**config.mk**
```make
export PLATFORM = sky130hd
export DESIGN_NAME = recip_capture_unit
export DESIGN_NICKNAME = d
export VERILOG_FILES = /design/src/rtl/rcu_pkg.sv /design/src/rtl/rcu_pin_sync.sv /design/src/rtl/rcu_counter.sv /design/src/rtl/rcu_snapshot.sv /design/src/rtl/recip_capture_unit.sv
export SDC_FILE = /design/constraint.sdc
export NUM_CORES = 1
export LEC_CHECK = 0
export ABC_AREA = 1
export BUFFER_PORTS_ARGS = -buffer_cell sky130_fd_sc_hd__clkbuf_2
export CORE_AREA = 5 5 161 124
export DETAILED_ROUTE_END_ITERATION = 7
export DIE_AREA = 0 0 166 129
export PLACE_DENSITY = 0.72
export SLEW_MARGIN = 20
export SYNTH_ARGS = -nofsm -noshare
export SYNTH_HDL_FRONTEND = slang
export SYNTH_HIERARCHICAL = 1
export SYNTH_SLANG_ARGS = --single-unit
```
**constraint.sdc**
```tcl
create_clock -name clk -period 1.43 [get_ports clk]
set_input_delay 0 -clock clk [delete_from_list [all_inputs] [get_ports clk]]
set_output_delay 0 -clock clk [all_outputs]
set_load 0.02 [all_outputs]
```
**src/rtl/rcu_pkg.sv**
```systemverilog
package rcu_pkg;
  localparam int CSR_W = 32;

  // control field bit positions
  localparam int CB_ARM     = 0;
  localparam int CB_EV_PIN  = 1;
  localparam int CB_EV_FALL = 2;
  localparam int CB_TM_PIN  = 3;
  localparam int CB_TM_FALL = 4;
  localparam int CB_RF_FALL = 5;
  localparam int CB_EV_SEL  = 8;
  localparam int CB_TM_SEL  = 16;
  localparam int CB_RF_SEL  = 24;

  typedef enum logic [1:0] {
    REG_CTRL   = 2'd0,
    REG_STAT   = 2'd1,
    REG_SNAP_E = 2'd2,
    REG_SNAP_T = 2'd3
  } reg_addr_e;

  typedef struct packed {
    logic [7:0] rf_sel;
    logic [7:0] tm_sel;
    logic [7:0] ev_sel;
    logic [1:0] zero;
    logic       rf_fall;
    logic       tm_fall;
    logic       tm_pin;
    logic       ev_fall;
    logic       ev_pin;
    logic       arm;
  } ctrl_view_t;

  function automatic logic pick_edge(input logic rise, input logic fall,
                                     input logic fall_sel);
    return fall_sel ? fall : rise;
  endfunction
endpackage

```
**src/rtl/rcu_pin_sync.sv**
```systemverilog
module rcu_pin_sync #(
  parameter int NUM_PINS = 4
) (
  input  logic                clk,
  input  logic                rst_n,
  input  logic [NUM_PINS-1:0] pins_in,
  output logic [NUM_PINS-1:0] rise,
  output logic [NUM_PINS-1:0] fall
);
  for (genvar i = 0; i < NUM_PINS; i++) begin : g_pin
    logic s1, s2, s3;
    always_ff @(posedge clk) begin
      if (!rst_n) begin
        s1 <= 1'b0;
        s2 <= 1'b0;
        s3 <= 1'b0;
      end else begin
        s1 <= pins_in[i];
        s2 <= s1;
        s3 <= s2;
      end
    end
    assign rise[i] = s2 & ~s3;
    assign fall[i] = ~s2 & s3;

    // a detected edge lasts exactly one cycle
    a_r3_rise_single: assert property (@(posedge clk) disable iff (!rst_n)
      rise[i] |=> !rise[i]);
    a_r3_fall_single: assert property (@(posedge clk) disable iff (!rst_n)
      fall[i] |=> !fall[i]);
  end
endmodule

```
**src/rtl/rcu_counter.sv**
```systemverilog
module rcu_counter #(
  parameter int CNT_W    = 32,
  parameter int NUM_PINS = 4,
  parameter int SEL_W    = 2
) (
  input  logic                clk,
  input  logic                rst_n,
  input  logic [NUM_PINS-1:0] rise,
  input  logic [NUM_PINS-1:0] fall,
  input  logic                src_pin,
  input  logic                fall_sel,
  input  logic [SEL_W-1:0]    pin_sel,
  output logic                tick,
  output logic [CNT_W-1:0]    count
);
  import rcu_pkg::*;

  function automatic logic [CNT_W-1:0] wrap_inc(input logic [CNT_W-1:0] v);
    return v + 1'b1;
  endfunction

  logic pin_hit;
  assign pin_hit = pick_edge(rise[pin_sel], fall[pin_sel], fall_sel);
  assign tick    = src_pin ? pin_hit : 1'b1;

  always_ff @(posedge clk) begin
    if (!rst_n) count <= '0;
    else if (tick) count <= wrap_inc(count);
  end

  // system clock source steps every cycle
  a_r2_free_run: assert property (@(posedge clk) disable iff (!rst_n)
    !src_pin |=> count == wrap_inc($past(count)));
  // pin source holds when its selected edge is absent
  a_r3_pin_hold: assert property (@(posedge clk) disable iff (!rst_n)
    (src_pin && !pin_hit) |=> $stable(count));
  // wrap from all ones to zero
  a_r9_wrap: assert property (@(posedge clk) disable iff (!rst_n)
    (tick && count == {CNT_W{1'b1}}) |=> count == '0);
endmodule

```
**src/rtl/rcu_snapshot.sv**
```systemverilog
module rcu_snapshot #(
  parameter int CNT_W    = 32,
  parameter int NUM_PINS = 4,
  parameter int SEL_W    = 2
) (
  input  logic                clk,
  input  logic                rst_n,
  input  logic [NUM_PINS-1:0] rise,
  input  logic [NUM_PINS-1:0] fall,
  input  logic [SEL_W-1:0]    ref_sel,
  input  logic                ref_fall,
  input  logic                arm,
  input  logic [CNT_W-1:0]    ev_cnt,
  input  logic [CNT_W-1:0]    tm_cnt,
  input  logic                rd_clr,
  output logic [CNT_W-1:0]    snap_ev,
  output logic [CNT_W-1:0]    snap_tm,
  output logic                ready,
  output logic                cap_fire
);
  import rcu_pkg::*;

  logic ref_hit;
  assign ref_hit  = pick_edge(rise[ref_sel], fall[ref_sel], ref_fall);
  assign cap_fire = arm & ref_hit;

  always_ff @(posedge clk) begin
    if (!rst_n) begin
      snap_ev <= '0;
      snap_tm <= '0;
      ready   <= 1'b0;
    end else begin
      if (cap_fire) begin
        snap_ev <= ev_cnt;
        snap_tm <= tm_cnt;
      end
      if (cap_fire)    ready <= 1'b1;
      else if (rd_clr) ready <= 1'b0;
    end
  end

  // both counters latched in the same cycle
  a_r4_pair: assert property (@(posedge clk) disable iff (!rst_n)
    cap_fire |=> (snap_ev == $past(ev_cnt)) && (snap_tm == $past(tm_cnt)));
  // flag sets on capture, clears on read without capture
  a_r6_set: assert property (@(posedge clk) disable iff (!rst_n)
    cap_fire |=> ready);
  a_r6_clr: assert property (@(posedge clk) disable iff (!rst_n)
    (rd_clr && !cap_fire) |=> !ready);
  // disarmed snapshot is frozen
  a_r7_hold: assert property (@(posedge clk) disable iff (!rst_n)
    !arm |=> $stable(snap_ev) && $stable(snap_tm) && ($past(ready) || !ready));
  // flag survives overwrite while no read happens
  a_r8_keep: assert property (@(posedge clk) disable iff (!rst_n)
    (ready && !rd_clr) |=> ready);
endmodule

```
**src/rtl/recip_capture_unit.sv**
```systemverilog
module recip_capture_unit #(
  parameter int CNT_W    = 32,
  parameter int NUM_PINS = 4,
  localparam int SEL_W   = (NUM_PINS > 1) ? $clog2(NUM_PINS) : 1
) (
  input  logic                clk,
  input  logic                rst_n,
  input  logic [NUM_PINS-1:0] pins_in,
  input  logic                csr_we,
  input  logic                csr_re,
  input  logic [1:0]          csr_addr,
  input  logic [31:0]         csr_wdata,
  output logic [31:0]         csr_rdata,
  output logic                cap_ready
);
  import rcu_pkg::*;

  // control fields
  logic             arm_q, ev_pin_q, ev_fall_q, tm_pin_q, tm_fall_q, rf_fall_q;
  logic [SEL_W-1:0] ev_sel_q, tm_sel_q, rf_sel_q;

  logic ctrl_wr;
  assign ctrl_wr = csr_we && (csr_addr == REG_CTRL);

  always_ff @(posedge clk) begin
    if (!rst_n) begin
      arm_q     <= 1'b0;
      ev_pin_q  <= 1'b0;
      ev_fall_q <= 1'b0;
      tm_pin_q  <= 1'b0;
      tm_fall_q <= 1'b0;
      rf_fall_q <= 1'b0;
      ev_sel_q  <= '0;
      tm_sel_q  <= '0;
      rf_sel_q  <= '0;
    end else if (ctrl_wr) begin
      arm_q     <= csr_wdata[CB_ARM];
      ev_pin_q  <= csr_wdata[CB_EV_PIN];
      ev_fall_q <= csr_wdata[CB_EV_FALL];
      tm_pin_q  <= csr_wdata[CB_TM_PIN];
      tm_fall_q <= csr_wdata[CB_TM_FALL];
      rf_fall_q <= csr_wdata[CB_RF_FALL];
      ev_sel_q  <= csr_wdata[CB_EV_SEL +: SEL_W];
      tm_sel_q  <= csr_wdata[CB_TM_SEL +: SEL_W];
      rf_sel_q  <= csr_wdata[CB_RF_SEL +: SEL_W];
    end
  end

  logic unused_wdata;
  assign unused_wdata = ^csr_wdata;

  // synchronized edges
  logic [NUM_PINS-1:0] rise, fall;
  rcu_pin_sync #(.NUM_PINS(NUM_PINS)) u_sync (
    .clk(clk), .rst_n(rst_n), .pins_in(pins_in), .rise(rise), .fall(fall));

  // two counters
  logic             ev_tick, tm_tick;
  logic [CNT_W-1:0] ev_cnt, tm_cnt;

  rcu_counter #(.CNT_W(CNT_W), .NUM_PINS(NUM_PINS), .SEL_W(SEL_W)) u_ev_cnt (
    .clk(clk), .rst_n(rst_n), .rise(rise), .fall(fall),
    .src_pin(ev_pin_q), .fall_sel(ev_fall_q), .pin_sel(ev_sel_q),
    .tick(ev_tick), .count(ev_cnt));

  rcu_counter #(.CNT_W(CNT_W), .NUM_PINS(NUM_PINS), .SEL_W(SEL_W)) u_tm_cnt (
    .clk(clk), .rst_n(rst_n), .rise(rise), .fall(fall),
    .src_pin(tm_pin_q), .fall_sel(tm_fall_q), .pin_sel(tm_sel_q),
    .tick(tm_tick), .count(tm_cnt));

  // snapshot pair
  logic             rd_clr, cap_fire;
  logic [CNT_W-1:0] snap_ev, snap_tm;
  assign rd_clr = csr_re && ((csr_addr == REG_SNAP_E) || (csr_addr == REG_SNAP_T));

  rcu_snapshot #(.CNT_W(CNT_W), .NUM_PINS(NUM_PINS), .SEL_W(SEL_W)) u_snap (
    .clk(clk), .rst_n(rst_n), .rise(rise), .fall(fall),
    .ref_sel(rf_sel_q), .ref_fall(rf_fall_q), .arm(arm_q),
    .ev_cnt(ev_cnt), .tm_cnt(tm_cnt), .rd_clr(rd_clr),
    .snap_ev(snap_ev), .snap_tm(snap_tm), .ready(cap_ready),
    .cap_fire(cap_fire));

  // read path
  ctrl_view_t ctrl_view;
  always_comb begin
    ctrl_view         = '0;
    ctrl_view.arm     = arm_q;
    ctrl_view.ev_pin  = ev_pin_q;
    ctrl_view.ev_fall = ev_fall_q;
    ctrl_view.tm_pin  = tm_pin_q;
    ctrl_view.tm_fall = tm_fall_q;
    ctrl_view.rf_fall = rf_fall_q;
    ctrl_view.ev_sel  = 8'(ev_sel_q);
    ctrl_view.tm_sel  = 8'(tm_sel_q);
    ctrl_view.rf_sel  = 8'(rf_sel_q);
  end

  always_comb begin
    case (reg_addr_e'(csr_addr))
      REG_CTRL:   csr_rdata = ctrl_view;
      REG_STAT:   csr_rdata = CSR_W'(cap_ready);
      REG_SNAP_E: csr_rdata = CSR_W'(snap_ev);
      REG_SNAP_T: csr_rdata = CSR_W'(snap_tm);
      default:    csr_rdata = '0;
    endcase
  end

  // capture and reads never restart the time counter on the system clock
  a_r5_no_clear: assert property (@(posedge clk) disable iff (!rst_n)
    (tm_tick && (cap_fire || rd_clr)) |=> tm_cnt != '0 || $past(tm_cnt) == {CNT_W{1'b1}});
  // a control write takes effect on the next cycle
  a_r10_arm_wr: assert property (@(posedge clk) disable iff (!rst_n)
    ctrl_wr |=> arm_q == $past(csr_wdata[CB_ARM]));
endmodule

```
Yosys cells after proc, flatten, opt, wreduce, memory -nomap -nowiden

Index checks and enable logic that the tools add are counted.

Bits in registers: 153
Bits of input ports: 42
Word-level logic and storage cells: 76

$lt $le $gt $ge: 3
Multiplexer cells: 20
$add $sub $neg: 2
Reduce and logical (&&, ||, !) cells: 5
Equal/unequal tests: 3
Bitwise logic cells: 17

Operator list:

| kind                                                       | number |
|---|---|
| case mux 32 bit (4 select lines)                           | 1 |
| adder 32 x 1 -> 32 bit, second input constant              | 2 |
| two-way mux 1 bit                                          | 13 |
| binary-select mux 1 bit (select 2 bit)                     | 6 |
| bitwise AND 1 bit                                          | 9 |
| less-than comparator 2 x 3 -> 1 bit, second input constant | 3 |
| NOT 1 bit                                                  | 8 |
| == test 2 bit, second input constant                       | 2 |
| == test 2 x 1 -> 1 bit, second input constant              | 1 |
| logical AND 1 bit                                          | 2 |
| logical NOT 2 bit                                          | 1 |
| nonzero test 2 bit                                         | 1 |
| logical OR 1 bit                                           | 1 |

Longest topological paths before layout

Gate-level depths: netlist (run 1).

Depth in word-level cells: 7
Depth in mapped cells: 12
Mapped depth without buffers: 10

By module

The synthesis (run 1) kept the hierarchy.

Modules (own cells, without submodules):

| module             | instances | cells an instance | sequential area each (µm²) | area an instance (µm²) |
|---|---|---|---|---|
| rcu_counter        | 2         | 439               | 640.6                      | 2,458.6 |
| rcu_snapshot       | 1         | 575               | 1,301.2                    | 3,504.6 |
| recip_capture_unit | 1         | 201               | 240.2                      | 1,038.5 |
| rcu_pin_sync       | 1         | 53                | 240.2                      | 401.6 |

Worst setup path after synthesis (run 1)

Ideal clock, no wire load.

Path kind: reg2reg
From: reg u_ev_cnt.count[0]
To: reg u_ev_cnt.count[26]
Data required time: 1.319 ns
Buffers on the path: 0
Library setup time: 0.111 ns
Slack: -0.099 ns
Stages on the path, launching flop included: 11
Period minus slack after synthesis: 1.529 ns
Data arrival time: 1.418 ns
Path through: dfxtp_1 ha_1 nand2_1 nor2_1 nand2_2 nor2_1 nand2_1 nand2_1 nand2_1 nor2_1 nor2_1

Word-level cells in the longest chain between the ends: 1

Ends and longest elaborated chain:

| what                   | line              | RTL |
|---|---|---|
| start, declared        | rcu_counter.sv:14 | `output logic [CNT_W-1:0] count` |
| start signal, assigned | rcu_counter.sv:28 | `else if (tick) count <= wrap_inc(count);` |
| adder 32 x 1 -> 32 bit | rcu_counter.sv:19 | `return v + 1'b1;` |

Every way passes these cells.
A chain may end at the register's enable or synchronous reset.

Worst setup path after layout (run 1)

From: reg u_sync.g_pin[2].s3
To: reg u_snap.snap_tm[28]

RTL lines:

| what                                    | line                     | RTL |
|---|---|---|
| start, declared                         | rcu_pin_sync.sv:11       | `logic s1, s2, s3;` |
| start signal, assigned                  | rcu_pin_sync.sv:16       | `s3 <= 1'b0;` |
| start signal, assigned                  | rcu_pin_sync.sv:20       | `s3 <= s2;` |
| bitwise AND 1 bit                       | rcu_pin_sync.sv:24       | `assign fall[i] = ~s2 & s3;` |
| net fall[2]                             | recip_capture_unit.sv:53 | `logic [NUM_PINS-1:0] rise, fall;` |
| binary-select mux 1 bit (select 2 bit)  | rcu_snapshot.sv:24       | `assign ref_hit = pick_edge(rise[ref_sel], fall[ref_sel], ref_fall);` |
| two-way mux 1 bit (not written as such) | rcu_snapshot.sv:24       |  |
| two-way mux 1 bit                       | rcu_pkg.sv:37            | `return fall_sel ? fall : rise;` |
| bitwise AND 1 bit                       | rcu_snapshot.sv:25       | `assign cap_fire = arm & ref_hit;` |
| end signal, assigned                    | rcu_snapshot.sv:35       | `snap_tm <= tm_cnt;` |
| end, declared                           | rcu_snapshot.sv:17       | `output logic [CNT_W-1:0] snap_tm,` |

The timed path passes the listed nets, and every way through them passes these cells. The select of a mux whose other input is x is not followed.

==> flow_summary_export.csv, run 1 <==
group,metric,value,unit
run_status,status,"finished with violations",
run_status,violations,"negative setup slack",
sta,fin_crit_sh,1.15,
power_and_ir_drop,sw_frac_of_total,0.294,
sta,timing.final.setup_violations,130,
clock_tree,clk_pin_slew_worst_paths,0.06,ns
finish,areaGrowthSynthToFinish,39.3,%
finish,final_util,0.753,
floorplanning,core,18200,um2
hold_path,min_path_type,"input pin to flip-flop",
floorplanning,start_util,0.541,
finish,drive_gt1_frac,0.292,
power_and_ir_drop,powerDensity,871,nW/um2
finish,instances_no_fill,2168,
clock_tree,cts_tree,"done",
power_and_ir_drop,clkPwrFrac,0.412,
placement,place_congestion,0.938,
finish,fin_nets,1952,
power_and_ir_drop,p_leak,6.38,nW
floorplanning,io_pins,75,
route,drtIter0Drc,1577,
clock_tree,cts_buffers,17,
synthesis,postSynthCellCount,1706,
route,wl_per_cell,16.3,um
worst_setup_path,crit_type,"flip-flop to flip-flop",
sta,max-slew-margin-rel,0.707,
synthesis,synthesis.area,9860,um2
route,wirelength,35400,um
finish,diodes,0,
sta,skew,0.0121,ns
global_route,grt_pass1_wl,48800,um
global_route,grt_pass1_vias,9966,
placement,io_buffers,54,
synthesis,yosys_warnings,6,
sta,worst_slew_pin_slew,0.440,ns
route,antenna_left,0,
route,vias,11600,
clock_tree,clock_path_buffers,2,
sta,timing.final.ws_setup,-0.214,ns
worst_setup_path,worstPathArrival,2.00,ns
job,cap_violations,0,
floorplanning,chipWidth,166,um
power_and_ir_drop,vdd_ir_drop_max,648,uV
sta,fmax,608,MHz
global_route,antenna_found_initial,0,
sta,finalCriticalPeriod,1.64,ns
sta,slew_violations,0,
sta,rsz0062_at_grt,"true",
floorplanning,die_h,129,um
clock_tree,clock_sinks,153,
power_and_ir_drop,pwr-share-comb,0.197,
clock_tree,clock_latency,0.42,ns
worst_setup_path,cp-start-kind,"flip-flop",
finish,fillers,1324,
power_and_ir_drop,internal_power,8.45,mW
route,avgViaCountPerCell,5.36,
placement,dp_cells,2067,
worst_setup_path,required,1.78,ns
floorplanning,num_rows,43,
global_route,grt.total_usage,0.276,
route,drtPass1Iterations,6,
route,drcViolationCount,0,
synthesis,synth.avg_cell_area,5.78,um2
global_route,gr-total-overflow,0,
floorplanning,dieArea,21400,um2
worst_setup_path,crit_path_end_kind,"flip-flop",
worst_setup_path,crit_fanout,7,
synthesis,synth_nets,1750,
power_and_ir_drop,seqPwrFrac,0.391,
placement,dp.final_hpwl,20000,um
clock_tree,cts_root_buf,"clkbuf_16",
sta,hold_viol,0,
clock_tree,h-tree-depth,4,
power_and_ir_drop,netSwitchingPower,3.51,mW
global_route,grt_max_degree,57,
routing by layer:
metal  routed length [um]  track usage  up-vias
li1                     -            -     5532
met1                14500        0.390     5267
met2                15600        0.434      717
met3                 4420       0.0565      109
met4                  876       0.0752        0
met5                    0            0        -
path summary, 6_finish.rpt:
path,start,to,slack [ns],cells past startpoint
setup / recovery,u_sync/g_pin[2].s3,u_snap/snap_tm[28],-0.21,12
hold / removal,csr_addr[1],u_snap/ready,0.14,6
setup reg to reg,u_sync/g_pin[2].s3,u_snap/snap_tm[28],-0.21,12
hold reg to reg,u_sync/g_pin[1].s1,u_sync/g_pin[1].s2,0.41,2
power by group through the flow:
stage	Clock (mW)	Combinational (mW)	Sequential, mW
final	4.92	2.36	4.68
after global routing	5.16	2.54	4.70
after CTS	4.94	1.94	4.66
after detailed placement	0	1.73	4.74
after global placement	0	1.69	4.74
after floorplan	0	1.14	4.72
placed cells by master (no fill, tap or decap), drive strengths merged, types with 12 or more instances in the layout:
master and n:
nand2 566, nand3 82, inv 346, dlygate4sd3 18
o21ai 12, xor2 18, clkbuf 80, nor2 296
a21oi 18, dfxtp 153, clkinv 12, nand4 127
buf 175
critical path: stages (launching register included):
cell and delay [ns]:
dfxtp_2 0.36, inv_2 0.05, nor2_4 0.12, inv_1 0.05, nand2_1 0.07, nand3_2 0.09, nand3_4 0.14, nand3_4 0.12
buf_12 0.17, clkbuf_16 0.17, nand2_2 0.06, clkinv_1 0.06, nor2_1 0.11
flip-flops by register name (all words and copies together), names as in the netlist, 4 cells and up:
name	count
u_snap/snap_ev	32
u_sync/g_pin.s1	4
u_snap/snap_tm	32
u_tm_cnt/count	32
u_sync/g_pin.s3	4
u_sync/g_pin.s2	4
u_ev_cnt/count	32
layout make-up:
cell class | count | area, um2 | area share
multi-input combinational | 1129 | 5850 | 0.426
sequential | 153 | 3130 | 0.228
timing repair buffer | 255 | 2440 | 0.178
inverter | 348 | 1330 | 0.0970
clock buffer | 18 | 439 | 0.0320
tap | 247 | 309 | 0.0225
clock inverter | 14 | 195 | 0.0142
timing repair inverter | 4 | 40.0 | 0.00292
per-stage QoR:
| stage | setup WS [ns] | power [mW] | hold WS (ns) | setup TNS [ns] | cell area [um2] |
|---|---|---|---|---|---|
| floorplan | 0.00817 | 5.86 | 0.0935 | 0 | 9890 |
| global placement | -0.142 | 6.43 | 0.182 | -13.14 | 11300 |
| detailed placement | -0.182 | 6.47 | 0.187 | -15.56 | 11300 |
| CTS | -0.129 | 11.5 | 0.0621 | -7.31 | 12500 |
| global route | -0.358 | 12.4 | 0.172 | -26.62 | 13700 |
| finish | -0.214 | 12.0 | 0.138 | -15.02 | 13700 |
timing repair:
action	4_1_cts	5_1_grt
pin swaps	20	120
endpoints found under the setup margin	132	133
buffers inserted	8	25
gates resized for setup	73	277
hold endpoints to repair	22	0
gates cloned	5	17
hold buffers	18	0
(Power assumes the default switching activity.)
==> inputs of run 2 (changes only) <==
--- a/config.mk
+++ b/config.mk
@@ -7,9 +7,9 @@
 export LEC_CHECK = 0
 export ABC_AREA = 1
 export BUFFER_PORTS_ARGS = -buffer_cell sky130_fd_sc_hd__clkbuf_2
-export CORE_AREA = 5 5 161 124
+export CORE_AREA = 5 5 156 128
 export DETAILED_ROUTE_END_ITERATION = 7
-export DIE_AREA = 0 0 166 129
+export DIE_AREA = 0 0 161 133
 export PLACE_DENSITY = 0.72
 export SLEW_MARGIN = 20
 export SYNTH_ARGS = -nofsm -noshare
==> flow_summary_export.csv, run 2 (synthesis results as in run 1) <==
group,metric,value,unit
floorplanning,chipWidth,161,um
clock_tree,h-tree-depth,4,
power_and_ir_drop,power,11.5,mW
global_route,grt_pass1_vias,10100,
run_status,status,"finished with violations",
route,drcViolationCount,0,
finish,final_common_cell,"nand2_1",
global_route,grt.total_usage,0.289,
floorplanning,start_util,0.534,
sta,hold_viol,0,
global_route,gr-total-overflow,0,
sta,worst_slew_pin_slew,0.444,ns
global_route,grt_max_degree,60,
floorplanning,die_h,133,um
route,antenna_left,0,
sta,skew,0.00727,ns
route,drtIter0Drc,1353,
run_status,violations,"negative setup slack",
floorplanning,num_rows,45,
clock_tree,clk_pin_slew_worst_paths,0.06,ns
finish,final_cell_area,12900,um2
worst_setup_path,crit_fanout,4,
finish,diodes,0,
route,drtPass1Iterations,6,
sta,max-slew-margin-rel,0.704,
power_and_ir_drop,powerDensity,891,nW/um2
clock_tree,clock_path_buffers,2,
finish,areaGrowthSynthToFinish,30.7,%
route,wl_per_cell,15.6,um
clock_tree,clock_sinks,153,
worst_setup_path,cp-start-kind,"flip-flop",
finish,fin_nets,1911,
route,wirelength,33000,um
finish,drive_gt1_frac,0.212,
job,cap_violations,0,
placement,dp.final_hpwl,19800,um
floorplanning,core,18500,um2
floorplanning,dieArea,21400,um2
clock_tree,cts_tree,"done",
sta,timing.final.setup_violations,128,
clock_tree,cts_root_buf,"clkbuf_16",
placement,place_congestion,0.911,
route,avgViaCountPerCell,5.33,
worst_setup_path,crit_path_end_kind,"flip-flop",
worst_setup_path,crit_type,"flip-flop to flip-flop",
sta,timing.final.ws_setup,-0.180,ns
sta,rsz0062_at_grt,"true",
placement,io_buffers,54,
clock_tree,clock_latency,0.43,ns
hold_path,min_path_type,"input pin to flip-flop",
sta,fin_crit_sh,1.13,
sta,slew_violations,0,
global_route,antenna_found_initial,0,
sta,finalCriticalPeriod,1.61,ns
route,vias,11300,
floorplanning,io_pins,75,
clock_tree,cts_buffers,17,
global_route,grt_pass1_wl,50700,um
sta,fmax,621,MHz
worst_setup_path,required,1.76,ns
placement,dpl-instance-area,11100,um2
worst_setup_path,worstPathArrival,1.94,ns
power_and_ir_drop,vdd_ir_drop_max,682,uV
sta,fin_hold_ws,0.121,ns
power_and_ir_drop,p_leak,5.98,nW
finish,final_cell_mix,"nand2_1, inv_1, nor2_1, dfxtp_1, nand4_1",
placement,place_ws,-0.194,ns
-- run 2: changes by cell type in the layout (fill, tap and decap cells not counted), moves of 6 or more --
cell       change
nor2_1        +54
nand2_1       +39
buf_4         -34
nor2_2        -32
nand2_2       -23
nor2_4        -22
inv_2         -16
nand2_4       -15
clkinv_1       +9
dfxtp_1        +7
buf_16         +6
clkbuf_16      -6
-- run 2: worst paths after layout --
kind                      start            endpoint  slack [ns]  cells past startpoint
min reg2reg  u_sync/g_pin[1].s1  u_sync/g_pin[1].s2        0.41                      2
max reg2reg  u_tm_cnt/count[12]  u_tm_cnt/count[24]       -0.18                      9
max          u_tm_cnt/count[12]  u_tm_cnt/count[24]       -0.18                      9
min                 csr_addr[1]        u_snap/ready        0.12                      6
-- run 2: cell type report --
class | instances | area [um2]
repair buffers | 218 | 2180
fillers | 1555 | 5580
well taps | 235 | 294
multi-input cells | 1129 | 5390
flip-flops and latches | 153 | 3100
clock buffers | 19 | 443
clock inverters | 11 | 150
inverters | 348 | 1330
-- run 2: critical path: stages, from the launching register on --
cell and delay [ns]:
dfxtp_1 0.44, nand2_1 0.14, nor2_1 0.21, nand2_1 0.17, nor2_4 0.17, nand2_1 0.10
nand2_1 0.07, nand2_1 0.07, nor2_2 0.10, nor2_1 0.05
-- run 2: what timing repair did --
action                     CTS  global route
gates resized for setup     77           108
buffers inserted            10             2
hold endpoints to repair    35             0
hold buffers                18             0
cloned                      12             7
pin swaps                   17            62
setup endpoints to repair  130           135
-- run 2: stage by stage --
step / util / instances / setup TNS (ns)
2_1_floorplan: - / 1706 / 0
3_3_place_gp: 0.600 / 2036 / -14.97
3_5_place_dp: 0.600 / 2036 / -17.41
4_1_cts: 0.679 / 2106 / -9.74
5_1_grt: 0.698 / 2113 / -24.75
6_report: 0.698 / 2113 / -13.19
-- run 2: power breakdown --
part / switching (mW) / internal [mW]
registers: 0.212 / 4.47
logic: 1.22 / 0.913
clock network: 1.91 / 2.77
total: 3.34 / 8.15
-- run 2: layer usage --
layer / share of wire / wire, um / vias to the layer above / track usage
met3: 0.12 / 3920 / 65 / 0.0573
met4: 0.022 / 727 / 0 / 0.0848
met5: 0 / 0 / - / 0
met1: 0.43 / 14100 / 5132 / 0.407
li1: - / - / 5458 / -
met2: 0.43 / 14300 / 615 / 0.450
==> inputs of run 3 (changes only) <==
==> constraint.sdc (replaced) <==
create_clock -name clk -period 1.43 [get_ports clk]
set_input_delay 0.2145 -clock clk [delete_from_list [all_inputs] [get_ports clk]]
set_output_delay 0.2145 -clock clk [all_outputs]
set_load 0.02 [all_outputs]
==> flow_summary_export.csv, run 3 (synthesis results as in run 1) <==
group,metric,value,unit
global_route,antenna_found_initial,0,
floorplanning,die_h,133,um
clock_tree,cts_buffers,17,
run_status,violations,"negative setup slack",
worst_setup_path,crit_type,"flip-flop to flip-flop",
finish,areaGrowthSynthToFinish,35.9,%
global_route,grt_max_degree,81,
finish,final_cell_area,13400,um2
sta,fmax,618,MHz
placement,place_congestion,0.888,
route,wirelength,32900,um
worst_setup_path,max_stage_delay,0.36,ns
sta,worst_slew_pin_slew,0.434,ns
worst_setup_path,worst-path-buf-inv,4,
job,cap_violations,0,
worst_setup_path,crit_path_end_kind,"flip-flop",
floorplanning,dieArea,21400,um2
worst_setup_path,required,1.76,ns
worst_setup_path,path_cells,"inv_2 -> nor2_2 -> inv_1 -> nand2_1 -> nand3b_1 -> nand3_4 -> buf_12 -> buf_12 -> nand4_1 -> nand2_1 -> nor2_1",
global_route,grt_pass1_vias,9869,
worst_setup_path,critPathTopFamily,"simple AND/OR/NAND/NOR gates",
finish,diodes,0,
clock_tree,cts_tree,"done",
sta,rsz0062_at_grt,"true",
clock_tree,h-tree-depth,4,
finish,drive_gt1_frac,0.265,
finish,fillers,1453,
clock_tree,clock_latency,0.43,ns
clock_tree,clk_pin_slew_worst_paths,0.07,ns
sta,finalCriticalPeriod,1.62,ns
sta,max-slew-margin-rel,0.710,
route,drcViolationCount,0,
floorplanning,start_util,0.534,
finish,final_cell_mix,"nand2_1, inv_1, nor2_1, nand4_1, dfxtp_1",
route,drtIter0Drc,1255,
route,antenna_left,0,
route,avgViaCountPerCell,5.34,
worst_setup_path,cp-start-kind,"flip-flop",
power_and_ir_drop,powerDensity,872,nW/um2
sta,timing.final.ws_setup,-0.188,ns
route,drtPass1Iterations,7,
power_and_ir_drop,vdd_ir_drop_max,726,uV
power_and_ir_drop,power,11.7,mW
global_route,grt_pass1_wl,48200,um
sta,skew,0.00861,ns
clock_tree,cts_root_buf,"clkbuf_16",
floorplanning,core,18500,um2
global_route,gr-total-overflow,0,
sta,slew_violations,0,
sta,hold_viol,0,
floorplanning,chipWidth,161,um
worst_setup_path,worstPathArrival,1.95,ns
hold_path,min_path_type,"input pin to flip-flop",
route,vias,11300,
placement,dpl-instance-area,11000,um2
sta,fin_hold_ws,0.0753,ns
power_and_ir_drop,p_leak,6.28,nW
placement,io_buffers,54,
sta,timing.final.setup_violations,133,
placement,dp.final_hpwl,19200,um
run_status,status,"finished with violations",
route,wl_per_cell,15.5,um
floorplanning,num_rows,45,
sta,fin_crit_sh,1.13,
finish,fin_nets,1916,
floorplanning,io_pins,75,
global_route,grt.total_usage,0.271,
finish,final_common_cell,"nand2_1",
worst_setup_path,crit_fanout,9,
clock_tree,clock_path_buffers,2,
worst_setup_path,crit_path_top_delay_cell,"dfxtp_2",
clock_tree,clock_sinks,153,
[run 3: path summary, 6_finish.rpt]
path / slack (ns) / startpoint / depth (start not counted) / end
worst max-delay path: -0.19 / u_sync/g_pin[0].s3 / 11 / u_snap/snap_tm[2]
worst min-delay path: 0.08 / csr_wdata[5] / 5 / rf_fall_q
worst min register to register: 0.41 / u_sync/g_pin[2].s1 / 2 / u_sync/g_pin[2].s2
worst max register to register: -0.19 / u_sync/g_pin[0].s3 / 11 / u_snap/snap_tm[2]
[run 3: final cells by class]
| cell class | instances | area [um2] | area share |
|---|---|---|---|
| clock buffer | 23 | 498 | 0.0372 |
| clock inverter | 9 | 114 | 0.00850 |
| inverter | 348 | 1350 | 0.100 |
| multi-input combinational | 1129 | 5780 | 0.431 |
| sequential | 153 | 3150 | 0.235 |
| tap | 235 | 294 | 0.0219 |
| timing repair buffer | 219 | 2150 | 0.161 |
| timing repair inverter | 4 | 63.8 | 0.00476 |
[run 3: where the power goes]
group,total [mW],internal (mW),switching [mW]
clock network,4.73,2.81,1.92
logic,2.26,0.960,1.30
registers,4.69,4.46,0.224
[run 3: worst reg2reg max path: cells and delay by family (launching register included)]
family	cells	cell delay [ns]
buf+inv	4	0.42
simple gates	7	0.74
flops	1	0.36
[run 3: layer usage]
layer / vias to the layer above / track usage / share of wire
met1: 5207 / 0.387 / 0.43
met5: - / 0 / 0
li1: 5471 / - / -
met3: 77 / 0.0539 / 0.11
met4: 0 / 0.0763 / 0.021
met2: 568 / 0.416 / 0.44
[run 3: what timing repair did]
action | in CTS | in global routing
pin swaps | 13 | 81
hold buffers | 4 | 0
endpoints found under the setup margin | 139 | 157
setup buffers | 6 | 31
endpoints found under the hold margin | 4 | 0
gates resized for setup | 81 | 290
cloned | 2 | 19
[run 3: metrics by stage]
step                      setup TNS, ns  setup WS (ns)  std cells   util
after detailed placement         -16.21         -0.191       2029  0.597
after CTS                         -7.34         -0.141       2073  0.651
after global routing             -27.74         -0.295       2120  0.726
final                            -15.51         -0.188       2120  0.726
after global placement           -12.98         -0.141       2029  0.597
after floorplan                       0        0.00817       1706      -
